### config.mk
export PLATFORM = sky130hd
export DESIGN_NAME = nvm_write_guard
export DESIGN_NICKNAME = d
export VERILOG_FILES = /design/src/rtl/nvm_guard_pkg.sv /design/src/rtl/nvm_unlock_fsm.sv /design/src/rtl/nvm_poweron_lock.sv /design/src/rtl/nvm_cell_array.sv /design/src/rtl/nvm_write_guard.sv
export SDC_FILE = /design/constraint.sdc
export NUM_CORES = 1
export LEC_CHECK = 0
export ABC_AREA = 1
export BUFFER_PORTS_ARGS = -buffer_cell sky130_fd_sc_hd__clkbuf_2
export CAP_MARGIN = 20
export CELL_PAD_IN_SITES_DETAIL_PLACEMENT = 0
export CELL_PAD_IN_SITES_GLOBAL_PLACEMENT = 1
export CORE_ASPECT_RATIO = 0.8
export CORE_MARGIN = 4
export CORE_UTILIZATION = 46
export DETAILED_ROUTE_END_ITERATION = 8
export PLACE_DENSITY_LB_ADDON = 0.1
export REMOVE_ABC_BUFFERS = 1
export SLEW_MARGIN = 20
export SYNTH_ARGS = -nofsm -noshare
export SYNTH_HDL_FRONTEND = slang
export SYNTH_SLANG_ARGS = --single-unit
### constraint.sdc
create_clock -name clk -period 1.8 [get_ports clk]
set_clock_uncertainty 0.2 [all_clocks]
set_input_delay 0.27 -clock clk [delete_from_list [all_inputs] [get_ports clk]]
set_output_delay 0.27 -clock clk [all_outputs]
set_load 0.005 [all_outputs]
### src/rtl/nvm_guard_pkg.sv
package nvm_guard_pkg;
  localparam logic [1:0] SEL_ADDR = 2'd0;
  localparam logic [1:0] SEL_DATA = 2'd1;
  localparam logic [1:0] SEL_CTRL = 2'd2;
  localparam logic [1:0] SEL_KEY  = 2'd3;

  localparam logic [7:0] KEY_FIRST  = 8'h55;
  localparam logic [7:0] KEY_SECOND = 8'hAA;

  localparam int CB_WEN    = 0;
  localparam int CB_WSTART = 1;
  localparam int CB_RSTART = 2;
  localparam int CB_WERR   = 3;

  typedef enum logic [1:0] {
    UL_IDLE  = 2'd0,
    UL_HALF  = 2'd1,
    UL_ARMED = 2'd2
  } unlock_state_t;
endpackage

### src/rtl/nvm_unlock_fsm.sv
module nvm_unlock_fsm
  import nvm_guard_pkg::*;
(
  input  logic       clk,
  input  logic       rst,
  input  logic       acc_any,
  input  logic       acc_wr,
  input  logic       key_wr,
  input  logic [7:0] key_val,
  input  logic       ctrl_wr,
  output logic       armed
);
  unlock_state_t st_q, st_d;

  always_comb begin
    st_d = st_q;
    case (st_q)
      UL_IDLE: begin
        if (key_wr && key_val == KEY_FIRST) st_d = UL_HALF;
      end
      UL_HALF: begin
        if (acc_any) begin
          if (key_wr && key_val == KEY_SECOND) st_d = UL_ARMED;
          else                                 st_d = UL_IDLE;
        end
      end
      UL_ARMED: begin
        if (ctrl_wr)                                   st_d = UL_IDLE;
        else if (key_wr && key_val == KEY_FIRST)       st_d = UL_HALF;
        else if (acc_wr)                               st_d = UL_IDLE;
      end
      default: st_d = UL_IDLE;
    endcase
  end

  always_ff @(posedge clk) begin
    if (rst) st_q <= UL_IDLE;
    else     st_q <= st_d;
  end

  assign armed = (st_q == UL_ARMED);

  assert_abort_R4: assert property (@(posedge clk) disable iff (rst)
    (st_q == UL_HALF && acc_any && !(key_wr && key_val == KEY_SECOND)) |=> (st_q == UL_IDLE));

  assert_armed_from_half_R3: assert property (@(posedge clk) disable iff (rst)
    $rose(armed) |-> ($past(st_q) == UL_HALF));
endmodule

### src/rtl/nvm_poweron_lock.sv
module nvm_poweron_lock #(
  parameter int PWRT_CYCLES = 64
) (
  input  logic clk,
  input  logic rst,
  output logic locked
);
  localparam int CW = $clog2(PWRT_CYCLES + 1);
  localparam logic [CW-1:0] LIMIT = CW'(PWRT_CYCLES);

  logic [CW-1:0] cnt_q;

  always_ff @(posedge clk) begin
    if (rst) begin
      cnt_q  <= '0;
      locked <= 1'b1;
    end else begin
      if (cnt_q != LIMIT) cnt_q <= cnt_q + 1'b1;
      locked <= (cnt_q + 1'b1 < LIMIT) && (cnt_q != LIMIT);
    end
  end

  assert_lock_monotonic_R2: assert property (@(posedge clk) disable iff (rst)
    !locked |=> !locked);
endmodule

### src/rtl/nvm_cell_array.sv
module nvm_cell_array #(
  parameter int ADDR_W     = 6,
  parameter int WR_LATENCY = 8
) (
  input  logic              clk,
  input  logic              rst,
  input  logic              wr_start,
  input  logic [ADDR_W-1:0] wr_addr,
  input  logic [7:0]        wr_data,
  input  logic              rd_en,
  input  logic [ADDR_W-1:0] rd_addr,
  output logic [7:0]        rd_data,
  output logic              wr_done
);
  localparam int DEPTH = 1 << ADDR_W;
  localparam int CW    = $clog2(WR_LATENCY + 1);
  localparam logic [CW-1:0] LAT = CW'(WR_LATENCY);

  logic [7:0]        mem [DEPTH];
  logic [CW-1:0]     cnt_q;
  logic [ADDR_W-1:0] lat_addr_q;
  logic [7:0]        lat_data_q;
  logic              commit;

  assign commit = (cnt_q == CW'(1));

  always_ff @(posedge clk) begin
    if (rst) begin
      cnt_q      <= '0;
      wr_done    <= 1'b0;
      lat_addr_q <= '0;
      lat_data_q <= '0;
    end else begin
      wr_done <= commit;
      if (wr_start) begin
        cnt_q      <= LAT;
        lat_addr_q <= wr_addr;
        lat_data_q <= wr_data;
      end else if (cnt_q != '0) begin
        cnt_q <= cnt_q - 1'b1;
      end
    end
  end

  always_ff @(posedge clk) begin
    if (commit) mem[lat_addr_q] <= lat_data_q;
    if (rd_en)  rd_data <= mem[rd_addr];
  end

  assert_no_overlap_R6: assert property (@(posedge clk) disable iff (rst)
    wr_start |-> (cnt_q == '0));
endmodule

### src/rtl/nvm_write_guard.sv
module nvm_write_guard
  import nvm_guard_pkg::*;
#(
  parameter int ADDR_W      = 6,
  parameter int WR_LATENCY  = 8,
  parameter int PWRT_CYCLES = 64
) (
  input  logic       clk,
  input  logic       rst,
  input  logic [1:0] reg_sel,
  input  logic       reg_wr,
  input  logic       reg_rd,
  input  logic [7:0] reg_wdata,
  input  logic       ext_port,
  input  logic       code_protect,
  output logic [7:0] reg_rdata,
  output logic       busy,
  output logic       write_done
);
  logic [ADDR_W-1:0] addr_q;
  logic [7:0]        data_q;
  logic              wen_q, busy_q, werr_q, done_q, rd_pend_q;
  logic              blocked, acc_wr, acc_rd, ctrl_wr, key_wr;
  logic              start_req, start_ok, start_bad, rd_start;
  logic              armed, locked, cell_done;
  logic [7:0]        cell_rd_data, rd_mux, addr_ext;

  assign blocked   = ext_port && code_protect;
  assign acc_wr    = reg_wr && !blocked;
  assign acc_rd    = reg_rd && !blocked;
  assign ctrl_wr   = acc_wr && (reg_sel == SEL_CTRL);
  assign key_wr    = acc_wr && (reg_sel == SEL_KEY);
  assign start_req = ctrl_wr && reg_wdata[CB_WSTART];
  assign start_ok  = start_req && armed && wen_q && !busy_q && !locked;
  assign start_bad = start_req && !start_ok;
  assign rd_start  = ctrl_wr && reg_wdata[CB_RSTART];

  nvm_unlock_fsm u_unlock (
    .clk     (clk),
    .rst     (rst),
    .acc_any (acc_wr || acc_rd),
    .acc_wr  (acc_wr),
    .key_wr  (key_wr),
    .key_val (reg_wdata),
    .ctrl_wr (ctrl_wr),
    .armed   (armed)
  );

  nvm_poweron_lock #(.PWRT_CYCLES(PWRT_CYCLES)) u_lock (
    .clk    (clk),
    .rst    (rst),
    .locked (locked)
  );

  nvm_cell_array #(.ADDR_W(ADDR_W), .WR_LATENCY(WR_LATENCY)) u_cells (
    .clk      (clk),
    .rst      (rst),
    .wr_start (start_ok),
    .wr_addr  (addr_q),
    .wr_data  (data_q),
    .rd_en    (rd_start),
    .rd_addr  (addr_q),
    .rd_data  (cell_rd_data),
    .wr_done  (cell_done)
  );

  always_ff @(posedge clk) begin
    if (rst) begin
      addr_q    <= '0;
      data_q    <= '0;
      wen_q     <= 1'b0;
      busy_q    <= 1'b0;
      werr_q    <= 1'b0;
      done_q    <= 1'b0;
      rd_pend_q <= 1'b0;
    end else begin
      done_q    <= busy_q && cell_done;
      rd_pend_q <= rd_start;
      if (acc_wr && reg_sel == SEL_ADDR) addr_q <= reg_wdata[ADDR_W-1:0];
      if (acc_wr && reg_sel == SEL_DATA) data_q <= reg_wdata;
      else if (rd_pend_q)                data_q <= cell_rd_data;
      if (ctrl_wr) wen_q <= reg_wdata[CB_WEN];
      if (start_ok)       busy_q <= 1'b1;
      else if (cell_done) busy_q <= 1'b0;
      if (start_bad)                         werr_q <= 1'b1;
      else if (ctrl_wr && reg_wdata[CB_WERR]) werr_q <= 1'b0;
    end
  end

  always_comb begin
    addr_ext = '0;
    addr_ext[ADDR_W-1:0] = addr_q;
    case (reg_sel)
      SEL_ADDR: rd_mux = addr_ext;
      SEL_DATA: rd_mux = data_q;
      SEL_CTRL: rd_mux = {4'b0, werr_q, 1'b0, busy_q, wen_q};
      default:  rd_mux = 8'h00;
    endcase
  end

  always_ff @(posedge clk) begin
    if (rst)         reg_rdata <= 8'h00;
    else if (reg_rd) reg_rdata <= blocked ? 8'h00 : rd_mux;
  end

  assign busy       = busy_q;
  assign write_done = done_q;

  assert_wen_reset_R1: assert property (@(posedge clk)
    rst |=> (!wen_q && !busy_q));

  assert_start_unlocked_R2: assert property (@(posedge clk) disable iff (rst)
    $rose(busy_q) |-> $past(!locked));

  assert_start_armed_R3: assert property (@(posedge clk) disable iff (rst)
    $rose(busy_q) |-> $past(armed && wen_q));

  assert_werr_sticky_R5: assert property (@(posedge clk) disable iff (rst)
    (werr_q && !(ctrl_wr && reg_wdata[CB_WERR])) |=> werr_q);

  assert_busy_hold_R6: assert property (@(posedge clk) disable iff (rst)
    (busy_q && !cell_done) |=> busy_q);

  assert_done_on_fall_R7: assert property (@(posedge clk) disable iff (rst)
    done_q |-> (!busy_q && $past(busy_q)));

  assert_fall_gives_done_R7: assert property (@(posedge clk) disable iff (rst)
    $fell(busy_q) |-> done_q);

  assert_blocked_stable_R10: assert property (@(posedge clk) disable iff (rst)
    (blocked && reg_wr && !rd_pend_q) |=> ($stable(addr_q) && $stable(data_q) && $stable(wen_q)));
endmodule

* After elaboration in Yosys (flattened, before gate mapping)
Memories as Yosys holds them, arrays and structs flattened. A register that Yosys moved wholly into a read port is not among the register bits. Cells that the tools add are included.
Word-level totals: register bits after elaboration 56, bits in writable memories 512, word-level logic and storage cells 84, memories 1
Operators by class: $add $sub $neg 2, $lt $le $gt $ge 1, eq/ne operators 12, muxes and demuxes 19, reductions and logical operators 33
Memories:
- u_cells.mem | depth 64, width 8, read ports 1, clocked after memory_dff 1, wr ports 1, line nvm_cell_array.sv:19 | logic [7:0] mem [DEPTH];
Operator list (count):
- $mux W8 | 3
- $pmux W8 S3 | 1
- $logic_and A1 B1 Y1 | 19
- $mux W2 | 6
- $eq A8 B7 Y1 const B | 1
- $eq A8 B8 Y1 const B | 1
- $mux W4 | 2
- $reduce_bool A2 Y1 | 4
- $add A7 B1 Y7 const B | 1
- $lt A7 B7 Y1 const B | 1
- $ne A7 B7 Y1 const B | 1
- $eq A2 B2 Y1 const B | 3
- $mux W1 | 6
- $pmux W2 S3 | 1
- $eq A2 B1 Y1 const B | 2
- $eq A4 B1 Y1 const B | 1
- $logic_not A1 Y1 | 4
- $logic_not A2 Y1 | 2
- $ne A2 B1 Y1 const B | 2
- $ne A4 B3 Y1 const B | 1
- $reduce_bool A4 Y1 | 1
- $sub A4 B1 Y4 const B | 1
- $reduce_and A3 Y1 | 1
- $reduce_or A2 Y1 | 1
- $logic_or A1 B1 Y1 | 1

* Depth between registers and ports, before layout
depth in word-level cells 12, depth in mapped cells 12, gate-level depth less buffers 9

* By module
Synthesis repeated with hierarchy kept, for this count alone.
Second synthesis, totals: cells, all modules 2167, area, all modules 23943.0 µm²
By module, submodules not included:
- nvm_cell_array | times used 1, cells each 1886, area each 22027.4 µm², sequential area each 15995.3 µm²
- nvm_write_guard | times used 1, cells each 188, area each 1312.5 µm², sequential area each 540.5 µm²
- nvm_poweron_lock | times used 1, cells each 53, area each 386.6 µm², sequential area each 160.2 µm²
- nvm_unlock_fsm | times used 1, cells each 40, area each 216.5 µm², sequential area each 40.0 µm²

* Least setup slack after synthesis
No wires, ideal clock.
path type reg2reg, start point reg u_cells.cnt_q[1], end point mem u_cells.mem[0][0], enable pin, data arrival time 1.438 ns, required time 1.229 ns, slack -0.208 ns, stages on the path, launching flop included 7, period minus slack after synthesis 2.008 ns, cell sequence dfxtp_1 inv_1 ha_1 nand3_1 inv_1 nand4_1 nor2_1
On the way: word-level cells in the longest chain between the ends 3
RTL lines:
- start: declaration | line nvm_cell_array.sv:20 | logic [CW-1:0] cnt_q;
- start signal: assignment | line nvm_cell_array.sv:40 | cnt_q <= cnt_q - 1'b1;
- $eq A4 B1 Y1 | line nvm_cell_array.sv:25 | assign commit = (cnt_q == CW'(1));
- $mux W1 | line nvm_cell_array.sv:46 | if (commit) mem[lat_addr_q] <= lat_data_q;
- $mux W1 (implied by the code) | line nvm_cell_array.sv:46
- end: declaration | line nvm_cell_array.sv:19
No other way between the ends.

==> metrics <==
run status=finished with violations; failing checks=negative setup slack; violation count after the first detailed-route iteration=1471; Mapped Area=23600 um^2; number of flops mapped to enable cells by yosys=520; #FFs+latches synth=between 500 and 600; initial antenna violation count=0; Final GP Congestion=between 0.8 and 0.9; Tmin final=2.08 ns; crit path kind=reg -> reg; Synth top cells by count=nand2_1 (686), edfxtp_1 (520), nand3_1 (456), nor2_1 (103), buf_2 (60); syn avg cell area=around 11 um^2; fraction of layout cells with a size suffix above 1=21.2%; Core Area=around 50000 um^2; vias per cell=5.39; Unique masters post-synth=36; Die Y=roughly 210 um; fin. max-slew vios=0; Die X=261 um; Synth area leaders=edfxtp_1 (66%), nand2_1 (11%), nand3_1 (9.7%); DRC violations left=0; vias in the first global route=15500; min-delay worst type=reg -> reg; Worst Path Max Fanout=17; ant diodes=0; Starting Density=47.0%; worst skew pair latency=approximately 0.63 ns; post-synth top area cell=edfxtp_1; Max Fclk=482 MHz; Worst Min Path Start=u_cells.wr_done; r2r startpoint=addr_q[0]; Layout Cells excl Fill=3024; fin crit share=115%; crit end category=flop; CTS clk-pin slew, worst paths=0.07 ns; Arrival @ worst endpoint=2.36 ns; grt total ovfl=0; register area share after synthesis=70.9%; setup_tns=-33.54 ns; CTS sink count=576; Num CTS Buffers=58; CP required=2.08 ns; H-tree depth=2; clk root buf=clkbuf_16; Synth async-reset ratio=0%; Post-layout nets=2321; final WL=65.4 mm; hold path depth=2; type of element launching the critical path=flop; YS warnings=0; routed vias=16300; Relative slew margins=67.0%; post-synth top area share=66.1%; Final setup viols=496; Worst Slack Setup Final=-0.276 ns; P_leak=0.0104 uW; reg-to-reg endpoint=u_cells.rd_data[5]; maximum VDD drop=between 0.0008 and 0.0009 V; Hold Path End=write_done; most frequent cell after synthesis=nand2_1; Core Rows=73; clk buf depth=3; Wirelength per Cell=~22 um; cell count after synthesis=2099; synth-to-layout area growth=25.0%; CTS tree=yes; Final ANT Viol Nets=0; Die Area=55000 um^2; # port buffers=25; worst-margin pin slew=0.495 ns; largest net degree at the start of global routing=66; Top FF cell, synth=edfxtp_1; RSZ-0062 raised after global routing=yes; drt first pass iters=5; R2R depth=10; Pwr per Cell Area=about 1000 nW/um^2; reg2reg setup slack=-0.28 ns; # IOs=26; detailed placer's ending HPWL=40.6 mm; Total GRT Usage=between 20% and 30%; maxcap violations=0; Final Hold Fails=0; first-pass GRT wire length=98.0 mm; # placed instances=2878
## through the flow
stage / power, uW / util, % / instance area [um^2] / hold WS, ns / setup slack [ns]
2_1_floorplan: 16000 / - / 22800 / 0.139 / -5.84
3_3_place_gp: 16900 / 51.3 / 25800 / 0.227 / -0.354
3_5_place_dp: 16900 / 51.3 / 25800 / 0.227 / -0.359
4_1_cts: 29600 / 57.8 / 29000 / 0.235 / -0.225
5_1_grt: 30500 / 58.8 / 29500 / 0.252 / -0.358
6_report: 29600 / 58.8 / 29500 / 0.237 / -0.276
## routing by layer
metal / global-route usage (%) / share of wire (%) / vias to the layer above
li1: - / - / 7738
met3: 3.92 / 6.2 / 99
met1: 35.2 / 46 / 7973
met2: 36.8 / 46 / 475
met4: 6.15 / 2.5 / 0
met5: 0 / 0 / -
## cell families after synthesis
logic type	count (synthesis)	share of synthesized area [%]
adders and majority gates	5	0.265
AOI/OAI and AO/OA	74	1.71
xor gates and xnor gates	6	0.223
buffers and inverters	167	4.05
and+or+nand+nor	1271	22.9
DFF	576	70.9
## worst max-delay path by stage
stage	startpoint	cells past startpoint	to	slack [ns]
final	addr_q[0]	10	u_cells.rd_data[5]	-0.28
after global routing	addr_q[0]	10	u_cells.rd_data[0]	-0.36
after CTS	addr_q[0]	10	u_cells.rd_data[1]	-0.22
after detailed placement	addr_q[0]	12	u_cells.rd_data[0]	-0.36
after global placement	addr_q[0]	12	u_cells.rd_data[0]	-0.35
after floorplan	addr_q[0]	9	u_cells.rd_data[1]	-5.84
## power breakdown
part	switching, uW	leakage (uW)	total (uW)	internal, uW
Sequential	70.0	0.00419	14600	14500
Clock	5070	0.000966	12500	7420
Combinational	1550	0.00524	2490	938
Total	6690	0.0104	29600	22900
## timing repair
action	4_1_cts	5_1_grt
gates resized for setup	236	107
gates cloned	4	0
setup endpoints to repair	520	528
pin swaps	15	7
hold buffers	19	0
endpoints found under the hold margin	53	0
setup buffers	8	7
## critical path, stage by stage (launching register included)
cell and delay (ns):
dfxtp_4 0.43, buf_12 0.19, buf_12 0.15, nand2_1 0.06
nand3_1 0.07, nand3_1 0.17, nand2_2 0.17, nand2_1 0.07
nand3_1 0.10, nand3_2 0.16, nand2_1 0.13
## cells in the final DEF (no fill, tap or decap), drive strengths merged
cell type,instances
o211ai,2
xor2,3
a31oi,4
edfxtp,520
o221ai,1
xnor2,3
or2,1
dlygate4sd3,19
buf,213
bufbuf,2
nand3,456
clkinv,26
clkinvlp,1
a21oi,29
o21ai,31
dfxtp,56
clkbuf,102
a32oi,3
a22oi,2
nor4,2
nand2,687
o22ai,1
inv,46
o31ai,1
bufinv,8
nor3,6
nor2,107
ha,5
nand4,12
## registers in the layout, summed over array words and instances, names as in the netlist
signal / cells
u_lock.locked: 1
wen_q: 1
reg_rdata: 8
werr_q: 1
addr_q: 6
u_cells.mem: 512
u_cells.cnt_q: 4
busy: 1
u_lock.cnt_q: 7
write_done: 1
data_q: 8
u_cells.wr_done: 1
u_cells.lat_addr_q: 6
u_unlock.st_q: 2
u_cells.lat_data_q: 8
rd_pend_q: 1
u_cells.rd_data: 8
## area by class of cell
| cell class | instances | area [um^2] |
|---|---|---|
| Timing Repair Buffer | 259 | 2960 |
| Tap cell | 675 | 845 |
| Fill cell | 4143 | 20700 |
| Sequential cell | 576 | 16800 |
| Clock inverter | 32 | 349 |
| Clock buffer | 77 | 1620 |
| Timing Repair inverter | 1 | 6.26 |
| Multi-Input combinational cell | 1356 | 6810 |
| Inverter | 48 | 193 |
Note: power is estimated with default switching activity, not from simulation.
